===== src/rtl/hbg_pkg.sv =====
package hbg_pkg;

  typedef enum logic [2:0] {
    ST_IDLE    = 3'd0,
    ST_HS_WAIT = 3'd1,
    ST_HS_ON   = 3'd2,
    ST_LS_WAIT = 3'd3,
    ST_LS_ON   = 3'd4,
    ST_LS_SKIP = 3'd5,
    ST_FAULT   = 3'd6
  } seq_st_e;

  // band decode of the resolved PWM input
  function automatic logic lvl_mid(input logic [1:0] lvl);
    return lvl[1];
  endfunction

  function automatic logic lvl_high(input logic [1:0] lvl);
    return lvl == 2'b01;
  endfunction

  function automatic logic lvl_low(input logic [1:0] lvl);
    return lvl == 2'b00;
  endfunction

  // saturating increment used by both counters
  function automatic int unsigned sat_step(input int unsigned v, input int unsigned lim);
    return (v >= lim) ? lim : v + 1;
  endfunction

  // true on the last cycle of a window of lim cycles
  function automatic logic win_last(input int unsigned v, input int unsigned lim);
    return (v + 1) >= lim;
  endfunction

endpackage


===== src/rtl/hbg_holdoff.sv =====
module hbg_holdoff #(
  parameter int unsigned HOLD_CYC = 8
) (
  input  logic       clk,
  input  logic       rst_n,
  input  logic [1:0] pwm_lvl,
  output logic       park
);
  import hbg_pkg::*;

  localparam int CW = $clog2(HOLD_CYC + 1);

  logic [CW-1:0] run_q;
  logic          in_mid;

  assign in_mid = lvl_mid(pwm_lvl);

  always_ff @(posedge clk) begin
    if (!rst_n)      run_q <= '0;
    else if (in_mid) run_q <= CW'(sat_step(32'(run_q), HOLD_CYC));
    else             run_q <= '0;
  end

  // the edge that completes HOLD_CYC mid cycles parks the stage
  assign park = in_mid && win_last(32'(run_q), HOLD_CYC);

endmodule


===== src/rtl/hbg_watchdog.sv =====
module hbg_watchdog #(
  parameter int unsigned WD_CYC = 16
) (
  input  logic clk,
  input  logic rst_n,
  input  logic waiting,
  input  logic restart,
  output logic expire
);
  import hbg_pkg::*;

  localparam int CW = $clog2(WD_CYC + 1);

  logic [CW-1:0] age_q;

  always_ff @(posedge clk) begin
    if (!rst_n)                  age_q <= '0;
    else if (restart || !waiting) age_q <= '0;
    else                          age_q <= CW'(sat_step(32'(age_q), WD_CYC));
  end

  assign expire = waiting && win_last(32'(age_q), WD_CYC);

endmodule


===== src/rtl/hbg_sequencer.sv =====
module hbg_sequencer (
  input  logic       clk,
  input  logic       rst_n,
  input  logic [1:0] pwm_lvl,
  input  logic       kill,
  input  logic       park,
  input  logic       de_on,
  input  logic       zc,
  input  logic       hs_below,
  input  logic       ls_below,
  input  logic       wd_expire,
  output logic       hs_raw,
  output logic       ls_raw,
  output logic       fault_raw,
  output logic       waiting,
  output logic       moving
);
  import hbg_pkg::*;

  seq_st_e st_q, st_d;
  logic    go_hi, go_lo;

  assign go_hi = lvl_high(pwm_lvl);
  assign go_lo = lvl_low(pwm_lvl);

  always_comb begin
    st_d = st_q;
    if (kill || park) begin
      st_d = ST_IDLE;
    end else begin
      unique case (st_q)
        ST_IDLE: begin
          if (go_hi)      st_d = ST_HS_WAIT;
          else if (go_lo) st_d = ST_LS_WAIT;
        end
        ST_HS_WAIT: begin
          if (go_lo)          st_d = ST_LS_WAIT;
          else if (ls_below)  st_d = ST_HS_ON;
          else if (wd_expire) st_d = ST_FAULT;
        end
        ST_HS_ON: begin
          if (go_lo) st_d = ST_LS_WAIT;
        end
        ST_LS_WAIT: begin
          if (go_hi)          st_d = ST_HS_WAIT;
          else if (hs_below)  st_d = ST_LS_ON;
          else if (wd_expire) st_d = ST_FAULT;
        end
        ST_LS_ON: begin
          if (go_hi)                     st_d = ST_HS_WAIT;
          else if (de_on && zc && go_lo) st_d = ST_LS_SKIP;
        end
        ST_LS_SKIP: begin
          if (go_hi) st_d = ST_HS_WAIT;
        end
        ST_FAULT: st_d = ST_FAULT;
        default:  st_d = ST_IDLE;
      endcase
    end
  end

  always_ff @(posedge clk) begin
    if (!rst_n) st_q <= ST_IDLE;
    else        st_q <= st_d;
  end

  assign hs_raw    = (st_q == ST_HS_ON);
  assign ls_raw    = (st_q == ST_LS_ON);
  assign fault_raw = (st_q == ST_FAULT);
  assign waiting   = (st_q == ST_HS_WAIT) || (st_q == ST_LS_WAIT);
  assign moving    = (st_d != st_q);

endmodule


===== src/rtl/hbg_gate_ctrl.sv =====
module hbg_gate_ctrl #(
  parameter int unsigned HOLD_CYC = 8,
  parameter int unsigned WD_CYC   = 16
) (
  input  logic       clk,
  input  logic       rst_n,
  input  logic [1:0] pwm_lvl,
  input  logic       dis_n,
  input  logic       skip_sel,
  input  logic       uvlo,
  input  logic       hs_below,
  input  logic       ls_below,
  input  logic       zc,
  output logic       hs_on,
  output logic       ls_on,
  output logic       fault
);

  logic kill;
  logic ts_park;
  logic wd_expire;
  logic waiting;
  logic moving;
  logic hs_raw, ls_raw, fault_raw;

  // asynchronous-path clamp: disable and lockout act without waiting for an edge
  assign kill = uvlo || !dis_n;

  hbg_holdoff #(.HOLD_CYC(HOLD_CYC)) u_hold (
    .clk     (clk),
    .rst_n   (rst_n),
    .pwm_lvl (pwm_lvl),
    .park    (ts_park)
  );

  hbg_watchdog #(.WD_CYC(WD_CYC)) u_wd (
    .clk     (clk),
    .rst_n   (rst_n),
    .waiting (waiting),
    .restart (moving),
    .expire  (wd_expire)
  );

  hbg_sequencer u_seq (
    .clk       (clk),
    .rst_n     (rst_n),
    .pwm_lvl   (pwm_lvl),
    .kill      (kill),
    .park      (ts_park),
    .de_on     (!skip_sel),
    .zc        (zc),
    .hs_below  (hs_below),
    .ls_below  (ls_below),
    .wd_expire (wd_expire),
    .hs_raw    (hs_raw),
    .ls_raw    (ls_raw),
    .fault_raw (fault_raw),
    .waiting   (waiting),
    .moving    (moving)
  );

  assign hs_on = hs_raw && !kill;
  assign ls_on = ls_raw && !kill;
  assign fault = fault_raw;

endmodule


===== config.mk =====
export PLATFORM = sky130hd
export DESIGN_NAME = hbg_gate_ctrl
export DESIGN_NICKNAME = d
export VERILOG_FILES = /design/src/rtl/hbg_pkg.sv /design/src/rtl/hbg_holdoff.sv /design/src/rtl/hbg_watchdog.sv /design/src/rtl/hbg_sequencer.sv /design/src/rtl/hbg_gate_ctrl.sv
export SDC_FILE = /design/constraint.sdc
export NUM_CORES = 1
export LEC_CHECK = 0
export ABC_AREA = 1
export BUFFER_PORTS_ARGS = -buffer_cell sky130_fd_sc_hd__buf_2
export CAP_MARGIN = 20
export CORE_MARGIN = 1
export CORE_UTILIZATION = 49
export CTS_CLUSTER_SIZE = 25
export DETAILED_ROUTE_END_ITERATION = 8
export PLACE_DENSITY = 0.71
export SLEW_MARGIN = 20
export SYNTH_ARGS = -nofsm -noshare
export SYNTH_HDL_FRONTEND = slang
export SYNTH_HIERARCHICAL = 1
export SYNTH_SLANG_ARGS = --single-unit

===== constraint.sdc =====
create_clock -name clk -period 3.4 [get_ports clk]
set_input_delay 0.34 -clock clk [delete_from_list [all_inputs] [get_ports clk]]
set_output_delay 0.34 -clock clk [all_outputs]
set_load 0.01 [all_outputs]

Word-level counts from Yosys, hierarchy flattened
Index checks and enable logic that the tools add are counted.

Register bits after elaboration: 12. Input bits: 10. Output and inout bits: 3. Logic and storage cells: 55.

Add/sub/neg operators: 2. Order comparisons: 4. Eq/ne operators: 8. Muxes and demuxes: 14. Bitwise gates (word level): 2. Reductions and logical operators: 20.

Operator list (count): 3-bit 2-to-1 mux (11); 3-bit case mux with 7 select lines (1); 3-bit equality test, second input constant (3); 5-bit by 1-bit adder with 6-bit output, second input constant (1); 3-bit by 2-bit equality test with 1-bit output, second input constant (2); 6-bit by 5-bit greater-or-equal comparator with 1-bit output, second input constant (1); 1-bit logical AND (6); 3-bit OR reduction (2); 4-bit by 1-bit adder with 5-bit output, second input constant (1); 5-bit by 4-bit greater-or-equal comparator with 1-bit output, second input constant (1); 5-bit greater-or-equal comparator, second input constant (1); 5-bit 2-to-1 mux (1); 4-bit greater-or-equal comparator, second input constant (1); 1-bit zero test (4); 1-bit logical OR (4); 4-bit 2-to-1 mux (1); 3-bit by 1-bit equality test with 1-bit output, second input constant (1); 3-bit zero test (1); 3-bit inequality test (1); 2-bit by 1-bit equality test with 1-bit output, second input constant (1); 2-bit zero test (1); 1-bit NOT (2); 2-bit AND reduction (1); 2-bit OR reduction (1).

Longest topological paths before layout
Depth in word-level cells: 11. Mapped depth: 19. Mapped depth without buffers: 19.

Hierarchy
Netlist, hierarchy kept.

By module, submodules not included: hbg_sequencer (times used 1, cells an instance 77, area each 367.9 µm², sequential area each 60.1 µm²); hbg_watchdog (times used 1, cells an instance 31, area each 239.0 µm², sequential area each 100.1 µm²); hbg_holdoff (times used 1, cells an instance 25, area each 180.2 µm², sequential area each 80.1 µm²); hbg_gate_ctrl (times used 1, cells an instance 7, area each 28.8 µm², sequential area each 0.0 µm²).

Worst setup path before layout
No wires, ideal clock.

Path type: register -> register. From: reg u_wd.age_q[0]. To: reg u_wd.age_q[3]. Setup time: 0.071 ns. Arrival time: 1.790 ns. Required time: 3.329 ns. Slack: 1.540 ns. Cell stages (with the launch flop): 20. Buffers on the path: 0. Clock period less this slack: 1.860 ns. Cells stage by stage: dfxtp_1 > ha_1 > nand3_2 > nand2_1 > nand2_1 > nor2_1 > inv_1 > nand2_1 > nand2_1 > nand2_1 > nand2_1 > nand3_2 > nand2_1 > nand2_1 > nand2_1 > nor2_1 > nand2_1 > inv_1 > nand4_1 > a21oi_1.

Longest elaborated chain between the ends: 11. Elaborated cells on any way between the ends: 14. Those cells by class: 1 x add/sub; 2 x order compare; 1 x eq/ne; 7 x mux; 3 x reduce/logical.

RTL lines: from (decl) (RTL line hbg_watchdog.sv:14) `logic [CW-1:0] age_q;`; from (signal assigned) (RTL line hbg_watchdog.sv:19) `else age_q <= CW'(sat_step(32'(age_q), WD_CYC));`; 5-bit by 1-bit adder with 6-bit output * (RTL line hbg_pkg.sv:28) `return (v >= lim) ? lim : v + 1;`; 6-bit by 5-bit greater-or-equal comparator with 1-bit output * (RTL line hbg_pkg.sv:33) `return (v + 1) >= lim;`; 1-bit logical AND * (RTL line hbg_watchdog.sv:22) `assign expire = waiting && win_last(32'(age_q), WD_CYC);`; net wd_expire (RTL line hbg_gate_ctrl.sv:21) `logic wd_expire;`; 3-bit 2-to-1 mux * (RTL line hbg_sequencer.sv:39, hbg_sequencer.sv:47); 3-bit 2-to-1 mux, on equally long branches (RTL line hbg_sequencer.sv:46, hbg_sequencer.sv:38); 3-bit 2-to-1 mux, on equally long branches (RTL line hbg_sequencer.sv:45, hbg_sequencer.sv:37); 3-bit case mux with 7 select lines * (RTL line hbg_sequencer.sv:31) `unique case (st_q)`; 3-bit 2-to-1 mux * (RTL line hbg_sequencer.sv:28) `if (kill || park) begin`; 3-bit inequality test * (RTL line hbg_sequencer.sv:71) `assign moving = (st_d != st_q);`; net moving (RTL line hbg_gate_ctrl.sv:23) `logic moving;`; 1-bit logical OR * (RTL line hbg_watchdog.sv:18) `else if (restart || !waiting) age_q <= '0;`; 3-bit OR reduction (no line) *.

Mark *: on every way through the listed nets, which the timed path passes. The rest lies on a longest branch. A chain may end at the register's enable or synchronous reset.

Final worst setup path
Same ends and word-level chain as after synthesis.

==> results.sh <==
export IMPL_status="finished, final reports clean"
export IMPL_grt_max_degree=9
export IMPL_p_leak_uw=0.000503
export IMPL_finalCriticalPeriod_ps=2170
export IMPL_antenna_cells=0
export IMPL_fin_crit_sh=0.638
export IMPL_via_count=839
export IMPL_wl_per_cell_microns=9.39
export IMPL_cp_max_fo=5
export IMPL_crit_path_frequent_cell="nand2_1"
export IMPL_rsz0062_at_grt="no"
export IMPL_hold_viol=0
export IMPL_p_per_area_nw_per_um2=289
export IMPL_crit_path_max_incr_delay_ps=390
export IMPL_gp_congestion=0.808
export IMPL_worstHoldEndpoint="u_hold/run_q[3]"
export IMPL_seqCellArea_sq_um=240
export IMPL_fillers=153
export IMPL_grtUsageMet1=0.291
export IMPL_cp_data_required_time_ps=3600
export IMPL_dp_cells=167
export IMPL_die_y_microns=42.8
export IMPL_startpoint="u_wd/age_q[0]"
export IMPL_fmax_mhz=461
export IMPL_synth_nets=154
export IMPL_final_util=0.599
export IMPL_cp_top_family="simple AND/OR/NAND/NOR gates"
export IMPL_yosysUniqueCellTypes=17
export IMPL_syn_area_sq_um=816
export IMPL_drc=0
export IMPL_ys_seq_area_frac=0.294
export IMPL_ctsResizeCount=0
export IMPL_relSlewSlack=0.793
export IMPL_synthArstFlopShare=0
export IMPL_grt_first_pass_wirelength_microns=2830
export IMPL_reg2reg_slack_ps=1230
export IMPL_clk_pin_slew_ps=70
export IMPL_antenna_left=0
export IMPL_cp_slowest_cell="dfxtp_1"
export IMPL_postCtsHoldBufs=0
export IMPL_ctsHtreeMaxLevel=1
export IMPL_post_cts_buffers=0
export IMPL_cts_sinks=12
export IMPL_hold_start="rst_n"
export IMPL_final_cells=170
export IMPL_fin_nets=170
export IMPL_dieArea_sq_um=1830
export IMPL_grt_busiest_layer="met1"
export IMPL_wl_microns=1600
export IMPL_worstSetupStartpointType="flop"
export IMPL_drive_gt1_frac=0.149
export IMPL_dp_hpwl_microns=1280
export IMPL_cp_num_buf_inv=3
export IMPL_globalRouteMet3Util=0.0511
export IMPL_synth_cells=140
export IMPL_report_power_total_uw=264
export IMPL_ys_ff_latch=12
export IMPL_synth_edf_count=0
export IMPL_tritoncts="built"
export IMPL_worst_slew_pin_slew_ps=311
export IMPL_placeableCoreArea_sq_um=1520
export IMPL_first_global_vias=713
export IMPL_firstDrtPassIters=4
export IMPL_multi_input_area_sq_um=454
export IMPL_synthMostInstantiatedCell="nand2_1"
export IMPL_holdPathStages=3
export IMPL_synth_warnings=6
export IMPL_cts_root_buf="clkbuf_4"
export IMPL_clk_latency_ps=270
export IMPL_tns_ps=0
export IMPL_synth_top_cells_by_count="37 x nand2_1, 28 x inv_1, 26 x nor2_1"
export IMPL_peakVddDrop_v=0.000227
export IMPL_io_pins=13
export IMPL_worst_r2r_endpoint="u_wd/age_q[3]"
export IMPL_avgSynthCellArea_sq_um=5.83
export IMPL_synth_ff_type="dfxtp_1"
export IMPL_arrival_ps=2370
export IMPL_worstReg2RegStart="u_wd/age_q[0]"
export IMPL_antenna_found_initial=0
export IMPL_post_drt_via_cell_ratio=4.94
export IMPL_synth_top_area_frac=0.294
export IMPL_cts_buffer_depth=2
export IMPL_drt_iter0_drc=28
export IMPL_portBuffers=12
export IMPL_critPathKind="flop to flop"
export IMPL_synth_area_top_cells="dfxtp_1 29%, nand2_1 17%, inv_1 13%"
export IMPL_fp_dieW_microns=42.8
export IMPL_overflow=0
export IMPL_slew_viol_final=0
export IMPL_cts_inserted_buffers=3
export IMPL_r2r_cells=19
export IMPL_yosysTopAreaCell="dfxtp_1"
export IMPL_area_growth_pct=12.0
export IMPL_maxCapViolCount=0
export IMPL_grt_usage=0.201
export IMPL_crit_chain="ha_1 > nand3_2 > nand2_1 > nand2_1 > nor2_1 > inv_1 > nand2_1 > o21ai_0 > nand2_1 > nand2_1 > clkinv_1 > nand2_1 > nand2_1 > nand2_1 > nand2_1 > nand2_1 > inv_1 > nand4_1 > a21oi_1"
export IMPL_fin_worst_skew_ps=0.708
export IMPL_hold_class="input pin to flop"
export IMPL_start_util=0.535
export IMPL_rows=14
export IMPL_setup_viol=0
export IMPL_worstSetupEndpointType="flop"
export IMPL_grt_util_met2=0.288
## worst reg2reg max path, cell delays in order (launching register included)
cell and delay (ps):
dfxtp_1 390, ha_1 250, nand3_2 100, nand2_1 60
nand2_1 50, nor2_1 140, inv_1 90, nand2_1 70
o21ai_0 70, nand2_1 60, nand2_1 60, clkinv_1 50
nand2_1 70, nand2_1 90, nand2_1 50, nand2_1 60
nand2_1 60, inv_1 60, nand4_1 180, a21oi_1 160
## layout by cell type, fill, tap and decap left out, drive strengths merged
master  netlist  routed
o21ai         2       2
inv          30      30
clkbuf        0       3
clkinv        1       1
a21oi         4       4
nand3        14      14
ha            4       4
xnor2         1       1
buf           1      12
nand2        39      39
nor3          1       1
nor2         28      28
nand4         3       3
dfxtp        12      12
## registers in the layout, indices dropped and copies added, names as in the netlist
name	flops
u_wd/age_q	5
u_hold/run_q	4
u_seq/st_q	3
## metrics by stage
| step | hold slack (ps) | setup WS [ps] | cell area [sq um] |
|---|---|---|---|
| after CTS | 312 | 1230 | 913 |
| after global routing | 317 | 863 | 913 |
| after global placement | 445 | 1340 | 891 |
| final | 324 | 1230 | 913 |
| after detailed placement | 462 | 1250 | 891 |
| after floorplan | 430 | 1540 | 816 |
## logic make-up after synthesis
logic type	share of synthesized area
flops	0.294
xor+xnor	0.0107
compound gates	0.0368
buf+inv	0.149
simple gates	0.448
fa+ha+maj	0.0614
## worst max path at each step
stage	end	slack, ps	depth (start not counted)
floorplan	u_wd/age_q[3]	1540	19
global placement	u_wd/age_q[3]	1340	17
detailed placement	u_wd/age_q[3]	1250	19
CTS	u_wd/age_q[3]	1230	19
global route	u_wd/age_q[3]	860	19
finish	u_wd/age_q[3]	1230	19
## layer usage
layer	vias to the layer above	routed length, microns
li1	450	-
met1	368	809
met2	19	696
met3	2	83
met4	0	7
met5	-	0
## where the power goes
group	internal (uW)	switching (uW)	leakage, uW
logic	12.0	19.5	0.000392
clock network	41.0	45.9	0.0000138
registers	142	2.91	0.0000971
total	195	68.3	0.000503
## layout make-up
cell class,count,share of cell area
sequential,12,0.263
clock buffer,3,0.0247
inverter,31,0.127
tap,16,0.0219
timing repair buffer,12,0.0658
multi-input combinational,96,0.497
Note: power is estimated with default switching activity, not from simulation.
